### config.mk
export PLATFORM = sky130hd
export DESIGN_NAME = wdg_timer
export DESIGN_NICKNAME = d
export VERILOG_FILES = /design/src/rtl/wdg_pkg.sv /design/src/rtl/wdg_prescaler.sv /design/src/rtl/wdg_ctl_reg.sv /design/src/rtl/wdg_rst_gen.sv /design/src/rtl/wdg_timer.sv
export SDC_FILE = /design/constraint.sdc
export NUM_CORES = 1
export LEC_CHECK = 0
export BUFFER_PORTS_ARGS = -buffer_cell sky130_fd_sc_hd__buf_2
export CORE_AREA = 2 2 63 65
export DETAILED_ROUTE_END_ITERATION = 16
export DIE_AREA = 0 0 65 67
export PLACE_DENSITY_LB_ADDON = 0.25
export REMOVE_ABC_BUFFERS = 1
export SYNTH_ARGS = -nofsm -noshare
export SYNTH_HDL_FRONTEND = slang
export SYNTH_SLANG_ARGS = --single-unit
### constraint.sdc
create_clock -name clk -period 3.3 [get_ports clk]
set_clock_uncertainty 0.1 [all_clocks]
set_input_delay 0.33 -clock clk [delete_from_list [all_inputs] [get_ports clk]]
set_output_delay 0.33 -clock clk [all_outputs]
set_load 0.01 [all_outputs]
### src/rtl/wdg_pkg.sv
package wdg_pkg;
    localparam int unsigned CNT_W = 7;
    localparam int unsigned CTL_W = CNT_W + 1;
    localparam logic [CNT_W-1:0] CNT_RESET = '1;

    typedef struct packed {
        logic             armed;
        logic [CNT_W-1:0] cnt;
    } wdg_ctl_t;
endpackage

### src/rtl/wdg_prescaler.sv
module wdg_prescaler #(
    parameter int unsigned PRESCALE = 16000
) (
    input  logic clk,
    input  logic rst_n,
    output logic tick
);
    localparam int unsigned PRE_W = (PRESCALE > 1) ? $clog2(PRESCALE) : 1;
    localparam logic [PRE_W-1:0] LAST = PRE_W'(PRESCALE - 1);

    typedef struct packed {
        logic [PRE_W-1:0] div;
    } pre_state_t;

    pre_state_t st_d, st_q;

    always_comb begin
        st_d = st_q;
        tick = (st_q.div == LAST);
        if (tick) st_d.div = '0;
        else      st_d.div = st_q.div + PRE_W'(1);
    end

    always_ff @(posedge clk or negedge rst_n) begin
        if (!rst_n) st_q <= '0;
        else        st_q <= st_d;
    end

    AST_TICK_ISOLATED: assert property (@(posedge clk) disable iff (!rst_n)
        (PRESCALE > 1 && tick) |=> !tick);
endmodule

### src/rtl/wdg_ctl_reg.sv
module wdg_ctl_reg
    import wdg_pkg::*;
(
    input  logic             clk,
    input  logic             rst_n,
    input  logic             wr_en,
    input  logic [CTL_W-1:0] wr_data,
    input  logic             tick,
    output wdg_ctl_t         ctl
);
    wdg_ctl_t ctl_d, ctl_q;

    always_comb begin
        ctl_d = ctl_q;
        ctl_d.armed = ctl_q.armed | (wr_en & wr_data[CTL_W-1]);
        if (wr_en)
            ctl_d.cnt = wr_data[CNT_W-1:0];
        else if (tick)
            ctl_d.cnt = ctl_q.cnt - CNT_W'(1);
    end

    always_ff @(posedge clk or negedge rst_n) begin
        if (!rst_n) ctl_q <= '{armed: 1'b0, cnt: CNT_RESET};
        else        ctl_q <= ctl_d;
    end

    assign ctl = ctl_q;

    AST_ARM_STICKY: assert property (@(posedge clk) disable iff (!rst_n)
        ctl_q.armed |=> ctl_q.armed);
    AST_COUNT_HOLD: assert property (@(posedge clk) disable iff (!rst_n)
        (!wr_en && !tick) |=> $stable(ctl_q.cnt));
endmodule

### src/rtl/wdg_rst_gen.sv
module wdg_rst_gen (
    input  logic clk,
    input  logic rst_n,
    input  logic armed,
    input  logic msb_set,
    input  logic halt_pulse,
    input  logic opt_halt_no_reset,
    output logic rst_req
);
    typedef struct packed {
        logic expired;
        logic req;
    } gen_state_t;

    gen_state_t st_d, st_q;
    logic expired_now;
    logic halt_hit;

    always_comb begin
        st_d        = st_q;
        expired_now = armed & ~msb_set;
        halt_hit    = halt_pulse & armed & ~opt_halt_no_reset;
        st_d.expired = expired_now;
        st_d.req     = (expired_now & ~st_q.expired) | halt_hit;
    end

    always_ff @(posedge clk or negedge rst_n) begin
        if (!rst_n) st_q <= '0;
        else        st_q <= st_d;
    end

    assign rst_req = st_q.req;

    AST_HALT_TRIGGERS: assert property (@(posedge clk) disable iff (!rst_n)
        (halt_pulse && armed && !opt_halt_no_reset) |=> rst_req);
    AST_HALT_MASKED: assert property (@(posedge clk) disable iff (!rst_n)
        (rst_req && $past(halt_pulse) && $past(opt_halt_no_reset)) |-> $past(armed && !msb_set));
endmodule

### src/rtl/wdg_timer.sv
module wdg_timer
    import wdg_pkg::*;
#(
    parameter int unsigned PRESCALE = 16000
) (
    input  logic             clk,
    input  logic             rst_n,
    input  logic             wr_en,
    input  logic [CTL_W-1:0] wr_data,
    input  logic             halt_pulse,
    input  logic             opt_hw_always_on,
    input  logic             opt_halt_no_reset,
    output logic [CTL_W-1:0] ctl_rdata,
    output logic             prescale_tick,
    output logic             wdg_rst_req
);
    localparam int unsigned MSB = CNT_W - 1;

    wdg_ctl_t ctl;
    logic     tick;
    logic     armed_eff;

    wdg_prescaler #(.PRESCALE(PRESCALE)) u_pre (
        .clk   (clk),
        .rst_n (rst_n),
        .tick  (tick)
    );

    wdg_ctl_reg u_ctl (
        .clk     (clk),
        .rst_n   (rst_n),
        .wr_en   (wr_en),
        .wr_data (wr_data),
        .tick    (tick),
        .ctl     (ctl)
    );

    assign armed_eff = ctl.armed | opt_hw_always_on;

    wdg_rst_gen u_gen (
        .clk               (clk),
        .rst_n             (rst_n),
        .armed             (armed_eff),
        .msb_set           (ctl.cnt[MSB]),
        .halt_pulse        (halt_pulse),
        .opt_halt_no_reset (opt_halt_no_reset),
        .rst_req           (wdg_rst_req)
    );

    assign ctl_rdata     = {ctl.armed, ctl.cnt};
    assign prescale_tick = tick;

    AST_TIMEOUT_FIRES: assert property (@(posedge clk) disable iff (!rst_n)
        (armed_eff && $fell(ctl.cnt[MSB])) |=> wdg_rst_req);
    AST_SOFT_RESET: assert property (@(posedge clk) disable iff (!rst_n)
        $past(wr_en && wr_data[CTL_W-1] && !wr_data[MSB] && ctl.cnt[MSB], 2) |-> wdg_rst_req);
    AST_DISARMED_QUIET: assert property (@(posedge clk) disable iff (!rst_n)
        wdg_rst_req |-> $past(armed_eff));
endmodule

## After elaboration in Yosys (flattened, before gate mapping)

Index checks and enable logic that the tools add are counted.

- Register bits: 24
- Input port bits: 14
- Output and inout bits: 10
- Logic and storage cells: 23

- Add/subtract/negate cells: 2
- Eq/ne operators: 1
- Muxes and demuxes: 3
- Bitwise gates (word level): 11
- Reduce and logical (&&, ||, !) cells: 1

Operators with widths:

| kind | number |
|---|---|
| adder 14 x 1 -> 14 bit (second input constant) | 1 |
| == test 14 bit (second input constant) | 1 |
| two-way mux 14 bit | 1 |
| two-way mux 7 bit | 2 |
| subtractor 7 x 1 -> 7 bit (second input constant) | 1 |
| AND 1 bit | 5 |
| NOT 1 bit | 3 |
| bitwise OR 1 bit | 3 |
| nonzero test 2 bit | 1 |

## Longest topological paths before layout

- Depth after elaboration: 4
- Depth in mapped cells: 6
- Mapped depth without buffers: 6

## Hierarchy

A second synthesis with hierarchy kept.

- Cells, all modules: 120
- Area total of the unflattened synthesis: 1,255.0 sq um

Modules (own cells, without submodules):

| module | instances | cells an instance | area each (sq um) |
|---|---|---|---|
| wdg_prescaler | 1 | 68 | 714.4 |
| wdg_ctl_reg | 1 | 45 | 452.9 |
| wdg_rst_gen | 1 | 6 | 81.3 |
| wdg_timer | 1 | 1 | 6.3 |

## Worst setup path before layout

Ideal clock, no wire load.

- Kind: register -> register
- Start point: register u_pre.st_q[0] (netlist name)
- End point: register u_ctl.ctl_q (netlist bit u_ctl.ctl[3])
- Data arrival time: 1,891 ps
- Required time: 3,123 ps
- Setup slack: 1,232 ps
- Stages on the path, launching flop included: 7
- Buffers on the path: 1
- Period minus slack after synthesis: 2,068 ps
- Cell sequence: dfrtp_1 ha_1 nand4_4 or4_4 buf_6 or3_1 a31oi_1

- Word-level cells in the longest chain between the ends: 2

Ends and longest elaborated chain:

| item | line | RTL |
|---|---|---|
| from (decl) | wdg_prescaler.sv:15 | `pre_state_t st_d, st_q;` |
| from (signal assigned) | wdg_prescaler.sv:26 | `else st_q <= st_d;` |
| == test 14 bit | wdg_prescaler.sv:19 | `tick = (st_q.div == LAST);` |
| nonzero test 2 bit (no source line) | - |  |
| to (signal assigned) | wdg_ctl_reg.sv:23 | `if (!rst_n) ctl_q <= '{armed: 1'b0, cnt: CNT_RESET};` |
| to (signal assigned) | wdg_ctl_reg.sv:24 | `else ctl_q <= ctl_d;` |
| to (decl) | wdg_ctl_reg.sv:11 | `wdg_ctl_t ctl_d, ctl_q;` |

Every way passes these cells.
A chain may end at the register's enable or synchronous reset.

## Worst setup path after layout

- Start point: register u_pre.st_q[0] (netlist name)
- End point: output port prescale_tick

- Word-level cells in the longest chain between the ends: 1

Ends and longest elaborated chain:

| item | line | RTL |
|---|---|---|
| == test 14 bit | wdg_prescaler.sv:19 |  |
| to (decl) | wdg_timer.sv:14 | `output logic prescale_tick,` |

Every way passes these cells.

==> metrics.txt <==
pre-CTS WS 1.07 ns; vias per inst 4.82; Yosys cell types 36; worst-margin pin slew 0.582 ns; RSZ-0062 raised after global routing no; Overflow after GRT 0; Clk Latency, worst-skew pair 0.26 ns; total wire length 2400 µm; Synthesis Warnings 0; Port-buffer cells 23; Synth Register Bits 24; I/O pins 24; clock slew seen by the registers of the worst setup and hold paths 0.09 ns; Final Cycle Share 0.749; Arrival @ worst endpoint 2.04 ns; placed wire-length estimate 1740 µm; power per standard cell area 398 nW/µm²; worst vdd ir 0.141 mV; core area 3610 µm²; via count 954; Max clock buf depth 2; ant diodes 0; CP endpoint kind output pin; CTS buffer count 3; die height 67 µm; routability cong. 0.795; Sinks on Clock Net 24; Slew Limit Fails 0; final setup margin 0.829 ns; initial antenna violation count 0; status finished clean; vias in the first global route 929; WL/cell 12.1 µm; First-pass DRT Iterations 4; pin count of the biggest net entering global routing 25; Tmin final 2.47 ns; share of layout cells above drive strength 1 0.260; CTS tree built; Mapped Area 1240 µm²; Seq/Total Area, Yosys 0.493; initial DRC count 87; Async SR Flop Fraction 1.00; DIE WIDTH 65 µm; Initial Util 0.343; ANT nets after route 0; Rows 22; number of hold violations in the final report 0; slew margin rel. 0.608; Post-synth EDFFs 0; setup TNS 0 ns; Leak 0.000607 µW; area added between synthesis and finish 17.3%; worst min-delay path class in2reg; CP required 2.87 ns; Avg Cell Area, Syn 9.81 µm²; Worst Hold Slack 0.167 ns; CP Class reg2out; Max Clk Rate 405 MHz; cts repair resizes 0; CP Launch Type flip-flop; # fillers 349; area leader, netlist dfrtp_1; Yosys top cell area share 0.344; # DRC 0; crit-path max FO 12; gr usage total 0.126; htree depth 1; Main synth FF type dfrtp_1; Max-Cap Viols 0; # setup viols final 0; Post-Synthesis Cells 126; largest cells by area after synthesis dfrtp_1 (34%), dfstp_2 (15%), nor2_1 (4.9%); first-pass GRT wire length 4220 µm; Die Area 4360 µm²; setup slack, reg-to-reg 1.06 ns; clock root cell clkbuf_8; Final nets 167
## layer usage
layer / track usage / wire (µm)
met1: 0.166 / 1230
met4: 0.0559 / 27
met2: 0.202 / 1100
met3: 0.0203 / 49
met5: 0 / 0
## what timing repair did
item                                    in CTS  in global routing
endpoints found under the setup margin       0                  0
buffers inserted                             0                  0
hold endpoints to repair                    17                  0
hold buffers                                 1                  0
## cell families after synthesis
family,synth area share
muxes,0.00810
and+or+nand+nor,0.279
buffers and inverters,0.0425
adders and majority gates,0.0202
xor gates and xnor gates,0.0638
AOI/OAI and AO/OA,0.0931
DFF,0.493
## registers in the layout, summed over array words and instances (netlist names)
signal	flops
u_gen.rst_req	1
u_gen.st_q	1
u_pre.st_q	14
u_ctl.ctl	8
## synthesized netlist by cell type (all sizes together) (3+ instances only)
library cell / n
dfrtp: 17
nor2: 16
nand2: 9
nand3: 9
dfstp: 7
inv: 5
or3: 5
or4: 5
xnor2: 5
a21oi: 4
a31oi: 4
o21ai: 4
xor2: 4
nand2b: 3
nor3: 3
o311ai: 3
## cells in the final DEF (no fill, tap or decap), types with 2 or more instances in the layout
cell | synthesis | final
nand2b_1 | 3 | 3
clkbuf_8 | 0 | 4
nor2_1 | 16 | 16
inv_1 | 5 | 5
xor2_1 | 4 | 4
a31oi_1 | 4 | 4
clkinv_1 | 2 | 2
o311ai_0 | 3 | 3
dfrtp_1 | 17 | 17
a21oi_1 | 4 | 4
nor4_1 | 2 | 2
nand3b_1 | 2 | 2
nand2_1 | 9 | 9
buf_2 | 0 | 23
dfstp_2 | 7 | 7
nor3_1 | 3 | 3
xnor2_1 | 5 | 5
o21ai_0 | 4 | 4
ha_1 | 2 | 2
or3_1 | 5 | 5
or4_1 | 3 | 3
nand3_1 | 9 | 9
## worst paths after layout
check | from | end | depth (start not counted)
setup / recovery | u_pre.st_q[0] | prescale_tick | 5
hold / removal | wr_data[7] | u_ctl.ctl[7] | 2
setup reg to reg | u_pre.st_q[0] | u_ctl.ctl[5] | 5
hold reg to reg | u_pre.st_q[6] | u_pre.st_q[6] | 1
max in group asynchronous | rst_n | u_ctl.ctl[0] | 2
min in group asynchronous | rst_n | u_gen.st_q[1] | 2
## worst max-delay path, stage by stage (launching register included)
cell	delay (ns)
dfrtp_1	0.39
ha_1	0.26
nand4_4	0.14
or4_4	0.62
clkinv_1	0.20
buf_2	0.17
## through the flow
stage	std cells	utilization	area, µm²	power (µW)
after floorplan	122	-	1210	354
after global placement	193	0.384	1390	385
after detailed placement	193	0.384	1390	386
after CTS	198	0.402	1450	585
after global routing	198	0.402	1450	608
final	198	0.402	1450	577
## power by group
group	switching [µW]	internal [µW]	total (µW)
Combinational	30.9	25.2	56.1
Clock	90.6	106	197
Sequential	12.2	312	324
## final cells by class
class	instances	area (µm²)	share of cell area
Tap cell	48	60.1	0.0414
Inverter	7	26.3	0.0181
Sequential cell	24	609	0.420
Multi-Input combinational cell	91	574	0.396
Clock buffer	4	55.1	0.0380
Timing Repair Buffer	24	125	0.0863
Power figures use the tool's default switching activity.
